### src/rtl/xlat_pkg.sv
package xlat_pkg;
  typedef enum logic [2:0] {
    OP_IDLE  = 3'd0,
    OP_FILL  = 3'd1,
    OP_CLR   = 3'd2,
    OP_PROC  = 3'd3,
    OP_PAGE  = 3'd4,
    OP_STEP  = 3'd5
  } xop_e;

  function automatic logic slot_match(input logic vld, input logic glob,
                                      input logic tag_eq, input logic asid_eq);
    return vld && tag_eq && (glob || asid_eq);
  endfunction
endpackage

### src/rtl/xlat_victim.sv
module xlat_victim #(
  parameter int ENTRIES = 8,
  localparam int IDX_W = (ENTRIES > 1) ? $clog2(ENTRIES) : 1
) (
  input  logic             clk,
  input  logic             rst_n,
  input  logic             step,
  input  logic             zero,
  output logic [IDX_W-1:0] idx
);
  localparam logic [IDX_W-1:0] LAST = IDX_W'(ENTRIES - 1);

  function automatic logic [IDX_W-1:0] next_idx(input logic [IDX_W-1:0] cur);
    return (cur == LAST) ? '0 : cur + 1'b1;
  endfunction

  always_ff @(posedge clk) begin
    if (!rst_n || zero) idx <= '0;
    else if (step)      idx <= next_idx(idx);
  end

  AST_PTR_RANGE: assert property (@(posedge clk) disable iff (!rst_n)
    idx <= LAST);
  AST_PTR_WRAP: assert property (@(posedge clk) disable iff (!rst_n)
    (step && !zero && idx == LAST) |=> idx == '0);
  AST_PTR_HOLD: assert property (@(posedge clk) disable iff (!rst_n)
    (!step && !zero) |=> $stable(idx));
endmodule

### src/rtl/xlat_match.sv
module xlat_match #(
  parameter int ENTRIES = 8,
  parameter int VPN_W = 8,
  parameter int ASID_W = 4,
  localparam int IDX_W = (ENTRIES > 1) ? $clog2(ENTRIES) : 1
) (
  input  logic [ENTRIES-1:0]            vld,
  input  logic [ENTRIES-1:0]            glob,
  input  logic [ENTRIES-1:0][VPN_W-1:0] tag,
  input  logic [ENTRIES-1:0][ASID_W-1:0] asid,
  input  logic [VPN_W-1:0]              q_vpn,
  input  logic [ASID_W-1:0]             q_asid,
  output logic [ENTRIES-1:0]            hits,
  output logic                          any,
  output logic [IDX_W-1:0]              first
);
  for (genvar i = 0; i < ENTRIES; i++) begin : g_cmp
    assign hits[i] = xlat_pkg::slot_match(vld[i], glob[i],
                       tag[i] == q_vpn, asid[i] == q_asid);
  end

  always_comb begin
    first = '0;
    for (int i = ENTRIES - 1; i >= 0; i--)
      if (hits[i]) first = IDX_W'(i);
  end
  assign any = |hits;

  always_comb begin
    if (any) AST_FIRST_LOW: assert (hits[first] && ((hits & ((ENTRIES'(1) << first) - 1'b1)) == '0));
  end
endmodule

### src/rtl/xlat_buffer.sv
module xlat_buffer #(
  parameter int ENTRIES = 8,
  parameter int VPN_W = 8,
  parameter int PPN_W = 8,
  parameter int ASID_W = 4,
  parameter int PERM_W = 4,
  localparam int IDX_W = (ENTRIES > 1) ? $clog2(ENTRIES) : 1
) (
  input  logic              clk,
  input  logic              rst_n,
  input  logic [VPN_W-1:0]  lk_vpn,
  input  logic [ASID_W-1:0] lk_asid,
  output logic              lk_hit,
  output logic [PPN_W-1:0]  lk_ppn,
  output logic [PERM_W-1:0] lk_perm,
  input  logic [2:0]        cmd_op,
  input  logic [VPN_W-1:0]  cmd_vpn,
  input  logic [ASID_W-1:0] cmd_asid,
  input  logic              cmd_glob,
  input  logic [PPN_W-1:0]  cmd_ppn,
  input  logic [PERM_W-1:0] cmd_perm,
  output logic [IDX_W-1:0]  vict_idx,
  output logic              rd_vld,
  output logic              rd_glob,
  output logic [PPN_W-1:0]  rd_ppn
);
  import xlat_pkg::*;

  logic [ENTRIES-1:0]             v_q, g_q;
  logic [ENTRIES-1:0][VPN_W-1:0]  tag_q;
  logic [ENTRIES-1:0][ASID_W-1:0] asid_q;
  logic [ENTRIES-1:0][PPN_W-1:0]  ppn_q;
  logic [ENTRIES-1:0][PERM_W-1:0] perm_q;

  // named events
  logic ev_fill, ev_clr, ev_proc, ev_page, ev_step;
  assign ev_fill = cmd_op == OP_FILL;
  assign ev_clr  = cmd_op == OP_CLR;
  assign ev_proc = cmd_op == OP_PROC;
  assign ev_page = cmd_op == OP_PAGE;
  assign ev_step = cmd_op == OP_STEP;

  logic [ENTRIES-1:0] lk_hits, pg_hits;
  logic               lk_any, pg_any;
  logic [IDX_W-1:0]   lk_idx, pg_idx;

  xlat_match #(.ENTRIES(ENTRIES), .VPN_W(VPN_W), .ASID_W(ASID_W)) u_lk (
    .vld(v_q), .glob(g_q), .tag(tag_q), .asid(asid_q),
    .q_vpn(lk_vpn), .q_asid(lk_asid),
    .hits(lk_hits), .any(lk_any), .first(lk_idx));

  xlat_match #(.ENTRIES(ENTRIES), .VPN_W(VPN_W), .ASID_W(ASID_W)) u_pg (
    .vld(v_q), .glob(g_q), .tag(tag_q), .asid(asid_q),
    .q_vpn(cmd_vpn), .q_asid(cmd_asid),
    .hits(pg_hits), .any(pg_any), .first(pg_idx));

  xlat_victim #(.ENTRIES(ENTRIES)) u_vict (
    .clk(clk), .rst_n(rst_n), .step(ev_fill || ev_step), .zero(ev_clr),
    .idx(vict_idx));

  assign lk_hit  = lk_any;
  assign lk_ppn  = lk_any ? ppn_q[lk_idx]  : '0;
  assign lk_perm = lk_any ? perm_q[lk_idx] : '0;

  assign rd_vld  = v_q[vict_idx];
  assign rd_glob = g_q[vict_idx];
  assign rd_ppn  = ppn_q[vict_idx];

  for (genvar i = 0; i < ENTRIES; i++) begin : g_slot
    logic wr_here;
    assign wr_here = ev_fill && (vict_idx == IDX_W'(i));
    always_ff @(posedge clk) begin
      if (!rst_n) begin
        v_q[i] <= 1'b0; g_q[i] <= 1'b0; tag_q[i] <= '0;
        asid_q[i] <= '0; ppn_q[i] <= '0; perm_q[i] <= '0;
      end else if (ev_clr) begin
        v_q[i] <= 1'b0; g_q[i] <= 1'b0; tag_q[i] <= '0;
        asid_q[i] <= '0; ppn_q[i] <= '0; perm_q[i] <= '0;
      end else if (ev_proc) begin
        if (!g_q[i]) v_q[i] <= 1'b0;
      end else if (ev_page) begin
        if (pg_hits[i]) v_q[i] <= 1'b0;
      end else if (wr_here) begin
        v_q[i] <= 1'b1; g_q[i] <= cmd_glob; tag_q[i] <= cmd_vpn;
        asid_q[i] <= cmd_asid; ppn_q[i] <= cmd_ppn; perm_q[i] <= cmd_perm;
      end
    end
  end

  AST_OP_LEGAL: assert property (@(posedge clk) disable iff (!rst_n)
    cmd_op <= 3'd5);
  AST_FILL_VALID: assert property (@(posedge clk) disable iff (!rst_n)
    ev_fill |=> v_q[$past(vict_idx)]);
  AST_CLR_EMPTY: assert property (@(posedge clk) disable iff (!rst_n)
    ev_clr |=> (v_q == '0 && vict_idx == '0));
  AST_PROC_GLOBAL: assert property (@(posedge clk) disable iff (!rst_n)
    ev_proc |=> ((v_q & ~g_q) == '0));
  AST_PAGE_GONE: assert property (@(posedge clk) disable iff (!rst_n)
    (ev_page && pg_any) |=> !v_q[$past(pg_idx)]);
  AST_HIT_VALID: assert property (@(posedge clk) disable iff (!rst_n)
    lk_hit |-> v_q[lk_idx]);
  AST_MISS_ZERO: assert property (@(posedge clk) disable iff (!rst_n)
    !lk_hit |-> (lk_ppn == '0 && lk_perm == '0));
endmodule

### config.mk
export PLATFORM = sky130hd
export DESIGN_NAME = xlat_buffer
export DESIGN_NICKNAME = d
export VERILOG_FILES = /design/src/rtl/xlat_pkg.sv /design/src/rtl/xlat_victim.sv /design/src/rtl/xlat_match.sv /design/src/rtl/xlat_buffer.sv
export SDC_FILE = /design/constraint.sdc
export NUM_CORES = 1
export LEC_CHECK = 0
export BUFFER_PORTS_ARGS = -buffer_cell sky130_fd_sc_hd__clkbuf_2
export CORE_MARGIN = 2
export CORE_UTILIZATION = 30
export DETAILED_ROUTE_END_ITERATION = 8
export GPL_ROUTABILITY_DRIVEN = 1
export HOLD_SLACK_MARGIN = 0.02
export SETUP_SLACK_MARGIN = 0.05
export SYNTH_ARGS = -nofsm -noshare
export SYNTH_HDL_FRONTEND = slang
export SYNTH_SLANG_ARGS = --single-unit
### constraint.sdc
create_clock -name clk -period 5.4 [get_ports clk]
set_input_delay 0.54 -clock clk [delete_from_list [all_inputs] [get_ports clk]]
set_output_delay 0.54 -clock clk [all_outputs]
set_load 0.1 [all_outputs]
==> results.toml <==
[timing]
hold_ws_ns = 0.356
slew_violations = 0
worst_slew_pin_slew_ns = 1.28
max-slew-margin-rel_pct = 14.7
fin_skew_ns = 0.0138
setup_violations = 0
fin_setup_tns_ns = 0
hold_viol = 0
rsz0062_at_grt = "no"
finalCritPeriodShare_pct = 90.1
min_period_ns = 4.87
timing.fmax_mhz = 205

[worst_setup_path]
path_cells = "xnor2_1 -> a41oi_1 -> nor4_1 -> nor2_1 -> a21boi_4 -> buf_4 -> mux2i_1 -> mux2_2 -> o22ai_1 -> clkbuf_2"
reg2reg_depth = 5
worstPathArrival_ns = 4.33
end_kind = "output port"
critPathRequiredTime_ns = 4.86
crit_family = "compound AO/OA/AOI/OAI gates"
crit_cells = 10
crit_path_max_incr_delay_ns = 0.71
crit_path_start_kind = "flip-flop"
crit_slowest_cell = "a21boi_4"
path_max_fanout = 19
criticalPathCategory = "reg -> out"
path_buf_inv = 2

[floorplanning]
die_w_um = 202
core_mm2 = 0.0386
die_area_mm2 = 0.0407
io_pins = 68
num_rows = 72
die_y_um = 202
start_util_pct = 30.4

[clock_tree]
ctsHoldBuffers = 0
cts_made_buffers = 22
htreeDepth = 1
insertion_delay_ns = 0.52
cts_root_buffer = "clkbuf_16"
clock_sinks = 211
clk_path_buf_depth = 3
cts_resized = 0
path_clk_slew_ns = 0.06
postCtsSetupBuffers = 0
cts_tree = "done"

[final_layout]
syn_to_final_growth_pct = 10.8
drive_above_1_share_pct = 12.0
multi_input_area_mm2 = 0.00687
nFillCells = 3981
final_util_pct = 33.7
n_antenna_cell = 0
nets = 1511
ff_latch_area_mm2 = 0.00423

[detailed_routing]
first_iter_violations = 850
wl_per_cell_um = 18.8
drc = 0
wl_mm = 37.6
drtAntennaViolNets = 0
drt-pass1-iter-count = 5
vias = 10300
via_per_inst = 5.16

[place]
io_buffers = 67
gp_congestion = 0.874
place_hpwl_mm = 24.4

[synth]
ys_seq_area_share_pct = 36.0
synth_nets = 1530
ys_top_cells_by_area = "dfxtp_1 36%, nand2_1 15%, xnor2_1 13%, a21oi_1 9.0%, mux4_2 3.8%"
yosysUniqueCellTypes = 46
async_reset_ff_share_pct = 0
syn_avg_cell_area_um2 = 7.92
synth_edf_count = 0
synth_cells = 1482
syn_area_mm2 = 0.0117
ys_ff_latch = 211
yosysTopAreaCell = "dfxtp_1"
ys.flop_type = "dfxtp_1"
yosysWarnings = 0
synth_top_area_share_pct = 36.0

[global_route]
grt_usage_pct = 18.2
grt_overflow_total = 0
grt_pass1_wl_mm = 58.5
grt_max_degree = 207
antenna_found_initial = 0
grt_pass1_vias = 10000

[pwr]
worst_ir_drop_vdd_mv = 0.186
power_leakage_nw = 3.85
cellPowerDensity_mw_per_mm2 = 261

[status]
status = "finished clean"

[hold_path]
worstHoldPathCells = 3
hold_path.class = "in -> reg"

[flow_run]
cap_violations = 0
## flip-flops by register name (all words and copies together), names as in the netlist
| register | flops |
|---|---|
| u_vict.idx | 3 |
| g_q | 8 |
| tag_q | 64 |
| asid_q | 32 |
| ppn_q | 64 |
| v_q | 8 |
| perm_q | 32 |
## area by class of cell
class | count | area share, %
Clock buffer | 36 | 5.18
Clock inverter | 2 | 0.288
Inverter | 11 | 0.317
Multi-Input combinational cell | 1128 | 52.8
Sequential cell | 211 | 32.5
Tap cell | 518 | 4.98
Timing Repair Buffer | 89 | 3.94
## per-stage QoR
stage                     power, W  std cells  worst slack (ns)  instance area [um^2]
final                      0.00340       1995             0.533                 13000
after global routing       0.00350       1995             0.369                 13000
after CTS                  0.00342       1995             0.652                 13000
after detailed placement   0.00190       1957             0.767                 12300
after global placement     0.00189       1957             0.828                 12300
after floorplan            0.00183       1482             0.373                 11700
## kinds of logic (layout without fill, tap and decap cells)
group	after synthesis	count (layout)	synth area share, %
AND/OR/NAND/NOR	580	580	20.6
adder cells (fa/ha/maj)	6	6	0.640
AO/OA/AOI/OAI	281	281	13.8
flip-flops	211	211	36.0
XOR/XNOR	192	192	14.5
buffers and inverters	143	138	5.72
multiplexers	69	69	8.72
## tightest hold or removal path: stages
cell and delay, ns:
clkbuf_2 0.15, nand2_1 0.08, a21oi_1 0.05
## metal layers
metal / vias to the layer above / wire length (um) / track usage, %
met5: - / 0 / 0
met4: 0 / 1620 / 8.17
met3: 94 / 2650 / 3.08
met2: 361 / 16900 / 29.3
met1: 4888 / 16400 / 24.0
li1: 4952 / - / -
## worst paths after layout
kind,startpoint,endpoint,slack (ns)
min,cmd_ppn[0],ppn_q[24],0.36
max,asid_q[9],lk_ppn[2],0.53
max reg2reg,u_vict.idx[0],asid_q[0],2.61
min reg2reg,perm_q[27],perm_q[27],0.45
## cell usage in the layout (no fill, tap or decap), drive strengths merged, types with 18 or more instances in the layout
cell type | netlist | routed
nand2 | 462 | 462
a21oi | 211 | 211
dfxtp | 211 | 211
xnor2 | 171 | 171
clkbuf | 90 | 103
nand4 | 29 | 29
mux2i | 25 | 25
mux2 | 24 | 24
buf | 42 | 22
xor2 | 21 | 21
nor4 | 21 | 21
mux4 | 20 | 20
nand3 | 19 | 19
o221ai | 18 | 18
## synthesized netlist by cell type, types with 2 or more instances
library cell and n:
o21a_1 2, xor2_1 21, o21ai_0 6, a21oi_1 211
mux2_4 14, nor3_1 10, and2_1 8, and3_1 3
nand2b_1 4, xnor2_2 3, a41oi_1 13, a211oi_1 5
o21ai_1 2, nand3_1 19, buf_2 4, clkbuf_1 85
ha_1 6, inv_1 11, nand2_1 462, mux2_2 10
nand4_1 29, buf_4 15, o31ai_1 5, mux2i_1 25
dfxtp_1 211, or4_4 2, o2111ai_1 3, clkbuf_2 5
o211ai_1 5, nor4_1 21, buf_1 14, xnor2_1 168
or4_1 5, o22ai_1 6, buf_6 9, mux4_2 20
o221ai_1 17, nor2_1 15
## power by group
part	switching, W	internal (W)
combinational	0.000192	0.0000913
sequential	0.0000155	0.00156
clock	0.000637	0.000895
(Power assumes the default switching activity.)
